<file path="src/rtl/hostCfgBasePkg.sv">
package hostCfgBasePkg;
  localparam int REG_AW = 2;
  localparam logic [REG_AW-1:0] REG_LO  = 2'd0;
  localparam logic [REG_AW-1:0] REG_HI  = 2'd1;
  localparam logic [REG_AW-1:0] REG_CTL = 2'd2;
  localparam int CTL_VALID_BIT = 0;
  localparam int CTL_LOCK_BIT  = 1;

  // strobes and state handed from control to datapath
  typedef struct packed {
    logic loWe;
    logic hiWe;
    logic locked;
    logic validReg;
  } cfgStrobe_t;
endpackage

</file>
<file path="src/rtl/hostCfgBaseCtrl.sv">
module hostCfgBaseCtrl
  import hostCfgBasePkg::*;
(
  input  logic              clk,
  input  logic              rstN,
  input  logic              coreWr,
  input  logic [REG_AW-1:0] coreAddr,
  input  logic [1:0]        ctlBits,
  output cfgStrobe_t        stb
);
  logic lockQ, validQ, loSeenQ, hiSeenQ;
  logic wrLo, wrHi, wrCtl, clrValid, setLock;

  always_comb begin
    wrLo     = coreWr && (coreAddr == REG_LO);
    wrHi     = coreWr && (coreAddr == REG_HI);
    wrCtl    = coreWr && (coreAddr == REG_CTL);
    clrValid = wrCtl && ctlBits[CTL_VALID_BIT];
    setLock  = wrCtl && ctlBits[CTL_LOCK_BIT];
  end

  always_ff @(posedge clk or negedge rstN) begin
    if (!rstN) begin
      lockQ   <= 1'b0;
      validQ  <= 1'b0;
      loSeenQ <= 1'b0;
      hiSeenQ <= 1'b0;
    end else begin
      if (setLock) lockQ <= 1'b1;
      if (clrValid) begin
        validQ  <= 1'b0;
        loSeenQ <= 1'b0;
        hiSeenQ <= 1'b0;
      end else begin
        if (wrLo && !lockQ) loSeenQ <= 1'b1;
        if (wrHi && !lockQ) hiSeenQ <= 1'b1;
        if (setLock && loSeenQ && hiSeenQ) validQ <= 1'b1;
      end
    end
  end

  always_comb begin
    stb.loWe     = wrLo && !lockQ;
    stb.hiWe     = wrHi && !lockQ;
    stb.locked   = lockQ;
    stb.validReg = validQ;
  end

  AST_LOCK_STICKY: assert property (@(posedge clk) disable iff (!rstN)
    lockQ |=> lockQ);
  AST_VALID_NEEDS_LOCK: assert property (@(posedge clk) disable iff (!rstN)
    $rose(validQ) |-> lockQ);
  AST_CLEAR_WINS: assert property (@(posedge clk) disable iff (!rstN)
    (clrValid && setLock) |=> (!validQ && lockQ));
endmodule

</file>
<file path="src/rtl/hostCfgBaseDp.sv">
module hostCfgBaseDp
  import hostCfgBasePkg::*;
#(
  parameter int BYTE_W = 8,
  parameter int ADDR_W = 2 * BYTE_W,
  parameter logic [ADDR_W-1:0] FIXED_BASE_A = 16'h002E,
  parameter logic [ADDR_W-1:0] FIXED_BASE_B = 16'h004E
) (
  input  logic              clk,
  input  logic              rstN,
  input  cfgStrobe_t        stb,
  input  logic [BYTE_W-1:0] coreWrData,
  input  logic [REG_AW-1:0] coreAddr,
  output logic [BYTE_W-1:0] coreRdData,
  input  logic              progMode,
  input  logic              strapSel,
  input  logic [ADDR_W-1:0] hostAddr,
  input  logic              hostRd,
  input  logic              hostWr,
  output logic              cfgValid,
  output logic              idxHit,
  output logic              dataHit
);
  logic [BYTE_W-1:0] addrLoQ, addrHiQ;
  logic [ADDR_W-1:0] effBase, idxAddr, dataAddr;
  logic              effValid, hostCyc;

  always_ff @(posedge clk or negedge rstN) begin
    if (!rstN) begin
      addrLoQ <= '0;
      addrHiQ <= '0;
    end else begin
      if (stb.loWe) addrLoQ <= {coreWrData[BYTE_W-1:1], 1'b0};
      if (stb.hiWe) addrHiQ <= coreWrData;
    end
  end

  always_comb begin
    coreRdData = '0;
    case (coreAddr)
      REG_LO:  coreRdData = addrLoQ;
      REG_HI:  coreRdData = addrHiQ;
      REG_CTL: begin
        coreRdData[CTL_VALID_BIT] = stb.validReg;
        coreRdData[CTL_LOCK_BIT]  = stb.locked;
      end
      default: coreRdData = '0;
    endcase
  end

  always_comb begin
    if (progMode) begin
      effBase  = {addrHiQ, addrLoQ};
      effValid = stb.validReg;
    end else begin
      effBase  = strapSel ? FIXED_BASE_B : FIXED_BASE_A;
      effValid = 1'b1;
    end
    idxAddr  = {effBase[ADDR_W-1:1], 1'b0};
    dataAddr = {effBase[ADDR_W-1:1], 1'b1};
    hostCyc  = hostRd || hostWr;
    cfgValid = effValid;
    idxHit   = effValid && hostCyc && (hostAddr == idxAddr);
    dataHit  = effValid && hostCyc && (hostAddr == dataAddr);
  end

  AST_LOCKED_ADDR_STABLE: assert property (@(posedge clk) disable iff (!rstN)
    stb.locked |=> $stable({addrHiQ, addrLoQ}));
  AST_LO_EVEN: assert property (@(posedge clk) disable iff (!rstN)
    addrLoQ[0] == 1'b0);
  AST_SILENT_INVALID: assert property (@(posedge clk) disable iff (!rstN)
    !cfgValid |-> (!idxHit && !dataHit));
  AST_HIT_NEEDS_STROBE: assert property (@(posedge clk) disable iff (!rstN)
    (!hostRd && !hostWr) |-> (!idxHit && !dataHit));
endmodule

</file>
<file path="src/rtl/hostCfgBase.sv">
module hostCfgBase
  import hostCfgBasePkg::*;
#(
  parameter logic [15:0] FIXED_BASE_A = 16'h002E,
  parameter logic [15:0] FIXED_BASE_B = 16'h004E
) (
  input  logic        clk,
  input  logic        pwrUpRstN,
  input  logic        progMode,
  input  logic        strapSel,
  input  logic        coreWr,
  input  logic [1:0]  coreAddr,
  input  logic [7:0]  coreWrData,
  output logic [7:0]  coreRdData,
  input  logic [15:0] hostAddr,
  input  logic        hostRd,
  input  logic        hostWr,
  output logic        cfgValid,
  output logic        idxHit,
  output logic        dataHit
);
  cfgStrobe_t stb;

  hostCfgBaseCtrl uCtrl (
    .clk      (clk),
    .rstN     (pwrUpRstN),
    .coreWr   (coreWr),
    .coreAddr (coreAddr),
    .ctlBits  (coreWrData[1:0]),
    .stb      (stb)
  );

  hostCfgBaseDp #(
    .BYTE_W       (8),
    .ADDR_W       (16),
    .FIXED_BASE_A (FIXED_BASE_A),
    .FIXED_BASE_B (FIXED_BASE_B)
  ) uDp (
    .clk        (clk),
    .rstN       (pwrUpRstN),
    .stb        (stb),
    .coreWrData (coreWrData),
    .coreAddr   (coreAddr),
    .coreRdData (coreRdData),
    .progMode   (progMode),
    .strapSel   (strapSel),
    .hostAddr   (hostAddr),
    .hostRd     (hostRd),
    .hostWr     (hostWr),
    .cfgValid   (cfgValid),
    .idxHit     (idxHit),
    .dataHit    (dataHit)
  );
endmodule

</file>
<file path="config.mk">
export PLATFORM = sky130hd
export DESIGN_NAME = hostCfgBase
export DESIGN_NICKNAME = d
export VERILOG_FILES = /design/src/rtl/hostCfgBasePkg.sv /design/src/rtl/hostCfgBaseCtrl.sv /design/src/rtl/hostCfgBaseDp.sv /design/src/rtl/hostCfgBase.sv
export SDC_FILE = /design/constraint.sdc
export NUM_CORES = 1
export LEC_CHECK = 0
export CAP_MARGIN = 10
export CORE_MARGIN = 5
export CORE_UTILIZATION = 49
export DETAILED_ROUTE_END_ITERATION = 8
export PLACE_DENSITY_LB_ADDON = 0.08
export SYNTH_ARGS = -nofsm -noshare
export SYNTH_HDL_FRONTEND = slang
export SYNTH_HIERARCHICAL = 1
export SYNTH_SLANG_ARGS = --single-unit
</file>
<file path="constraint.sdc">
create_clock -name clk -period 4 [get_ports clk]
set_input_delay 0.8 -clock clk [delete_from_list [all_inputs] [get_ports clk]]
set_output_delay 0.8 -clock clk [all_outputs]
set_load 0.01 [all_outputs]
</file>
==> flow_metrics.env, run 1 <==
export IMPL_fp_dieW_um=61.86
export IMPL_clock_fmax_ghz=0.2624
export IMPL_ys_seq_elements=19
export IMPL_synth_area_per_cell_um2=10.06
export IMPL_fin_worst_skew_ps=8.639
export IMPL_holdBufCountCts=0
export IMPL_crit_path_start="progMode"
export IMPL_finalCritPeriodShare=0.9528
export IMPL_clk_pin_slew_ps=110
export IMPL_fill_cells=198
export IMPL_clk_latency_ps=290
export IMPL_cts_tree="built"
export IMPL_cts_sinks=19
export IMPL_ff2ff_path_depth=2
export IMPL_routedWlPerCell_um=15.40
export IMPL_synthCells=131
export IMPL_antenna_left=0
export IMPL_cap_violations=0
export IMPL_crit_arrival_ps=3010
export IMPL_synth_edff_count=0
export IMPL_critical_path_class="input port to output pin"
export IMPL_cp_end_kind="output pin"
export IMPL_cts_inserted_buffers=3
export IMPL_power_density_nw_per_um2=379.5
export IMPL_min_path_type="register to register"
export IMPL_dr_first_iter_drc_count=97
export IMPL_htree_levels=1
export IMPL_slew_headroom=0.4508
export IMPL_drc_errors=0
export IMPL_setup_viol=0
export IMPL_grt_overflow=0
export IMPL_worst_pin_slew_ps=821.3
export IMPL_worst_setup_path_start_kind="input port"
export IMPL_synth_area_um2=1318
export IMPL_grt_usage=0.1767
export IMPL_vias_per_cell=5.886
export IMPL_dp_hpwl_um=2410
export IMPL_final_layout_size_suffix_gt1_frac=0.1453
export IMPL_core_um2=2522
export IMPL_ir_worst_vdd_mv=0.3315
export IMPL_grt_pass1_vias=1153
export IMPL_antennaDiodeCount=0
export IMPL_rr_endpoint="uDp/addrHiQ[2]"
export IMPL_synth_distinct_cells=37
export IMPL_worstHoldEndpoint="uCtrl/loSeenQ"
export IMPL_dp_cells=198
export IMPL_nets=206
export IMPL_grt_max_degree=20
export IMPL_gp_congestion=0.8370
export IMPL_synth_warnings=6
export IMPL_tns_ps=0
export IMPL_die_h_um=61.86
export IMPL_timing_rr_start="uCtrl/lockQ"
export IMPL_finalNonFillerCells=202
export IMPL_dieArea_um2=3826
export IMPL_finalMaxSlewViolations=0
export IMPL_clock_path_buffers=2
export IMPL_power_leakage_nw=0.6892
export IMPL_antenna_found_initial=0
export IMPL_cts_resized_gates=0
export IMPL_worstPathMaxFanout=18
export IMPL_ff_latch_area_um2=475.5
export IMPL_yosysSeqAreaShare=0.3609
export IMPL_numPortBuffers=43
export IMPL_worstPathRequired_ps=3200
export IMPL_syn_to_final_growth_pct=34.95
export IMPL_hold_start="uCtrl/loSeenQ"
export IMPL_ys_flop_type="dfrtp_1"
export IMPL_multi_input_area_um2=782.0
export IMPL_hold_viol=0
export IMPL_r2r_slack_ps=2500
export IMPL_cts_root_buf="clkbuf_4"
export IMPL_dr_total_vias=1189
export IMPL_holdPathStages=1
export IMPL_wl_um=3110
export IMPL_grt_pass1_wl_um=5092
export IMPL_cts_setup_buffers=0
export IMPL_start_util=0.5223
export IMPL_period_needed_ps=3811
export IMPL_rsz0062_at_grt="false"
export IMPL_async_flop_share=1.000
export IMPL_syn_num_nets=164
export IMPL_ios=44
export IMPL_dr_pass1_iters=4
export IMPL_outcome="complete, no violations"
export IMPL_rows=18
[cell usage in the layout (no fill, tap or decap), drive strengths merged, types with 4 or more instances in the layout]
cell type and count:
dfrtp 19, clkbuf 4, mux2 13, o21ai 9, nor2 13, nand2 7
nand4 4, clkdlybuf4s50 43, nand4b 4, and4bb 4, xnor2 6, mux2i 7
[cell type report]
class / instances / share of cell area
inverter: 3 / 0.006334
tap: 30 / 0.02111
sequential: 19 / 0.2674
clock buffer: 4 / 0.01478
timing repair buffer: 45 / 0.2505
multi-input combinational: 101 / 0.4398
[state kept, by name, indices dropped and copies added (netlist names)]
register and count:
uCtrl/lockQ 1, uDp/addrHiQ 8, uDp/addrLoQ 7, uCtrl/loSeenQ 1
uCtrl/validQ 1, uCtrl/hiSeenQ 1
[power by group]
part,total (mW),leakage (nW),internal (mW),switching (mW)
combinational,0.251,0.444,0.158,0.0937
sequential,0.329,0.230,0.253,0.0757
clock,0.0943,0.0150,0.0387,0.0555
total,0.675,0.689,0.450,0.225
[routing by layer]
| layer | vias to the layer above | track usage | share of wire |
|---|---|---|---|
| met5 | - | 0 | 0 |
| met4 | 0 | 0.04848 | 0.0042 |
| met3 | 2 | 0.03099 | 0.073 |
| met2 | 38 | 0.2975 | 0.49 |
| met1 | 579 | 0.2342 | 0.44 |
| li1 | 570 | - | - |
[cells in the mapped netlist, drive strengths merged (2+ instances only)]
master / n / area [µm²]
o21a: 2 / 15.01
nand4: 4 / 25.02
nand4b: 4 / 35.03
nor2: 13 / 48.80
inv: 3 / 11.26
mux2: 13 / 146.4
or2b: 2 / 15.01
mux2i: 7 / 70.07
nand3: 3 / 15.01
xnor2: 6 / 52.55
nand2: 7 / 26.28
and4bb: 4 / 50.05
a2bb2oi: 2 / 17.52
a22oi: 3 / 22.52
nor2b: 2 / 12.51
a21oi: 3 / 15.01
buf: 4 / 33.78
o21ai: 9 / 45.04
dfrtp: 19 / 475.5
nand2b: 3 / 18.77
clkbuf: 4 / 15.01
[cell families after synthesis]
group	share of synthesized area
and+or+nand+nor	0.2431
xor gates and xnor gates	0.04653
muxes	0.1643
DFF	0.3609
buffers and inverters	0.04558
AOI/OAI and AO/OA	0.1396
[stage by stage]
step	total power [mW]	area, µm²	hold WS [ps]	setup WS [ps]	util
6_report	0.6747	1778	503.8	188.7	0.7049
5_1_grt	0.7199	1778	530.8	12.18	0.7049
4_1_cts	0.6764	1778	505.8	183.4	0.7049
3_5_place_dp	0.5836	1752	482.3	192.1	0.6944
3_3_place_gp	0.5694	1752	476.3	271.4	0.6944
2_1_floorplan	0.4652	1318	464.1	1339	-
[worst max path at each step]
stage / cells after the start / slack, ps / endpoint
3_3_place_gp: 8 / 270 / idxHit
6_report: 8 / 190 / idxHit
2_1_floorplan: 4 / 1340 / idxHit
3_5_place_dp: 8 / 190 / idxHit
4_1_cts: 8 / 180 / idxHit
5_1_grt: 8 / 10 / idxHit
[worst max-delay path: stages]
cell             delay, ps
clkdlybuf4s50_1        530
buf_4                  230
nor3b_1                220
a21oi_1                 70
o21ai_0                160
nand3_1                160
nor4bb_4               270
clkdlybuf4s50_1        570
No activity file was read; power rests on OpenSTA's default activity.
==> run 2: changes to the inputs <==
CTS_CLUSTER_SIZE = 8   (was unset)
==> results of run 2 <==
The final DEF is identical to that of run 1; final timing and power are the same.
==> run 3: changes to the inputs <==
CAP_MARGIN = 15   (was 10)
==> results of run 3 <==
The final DEF is identical to that of run 1; final timing and power are the same.
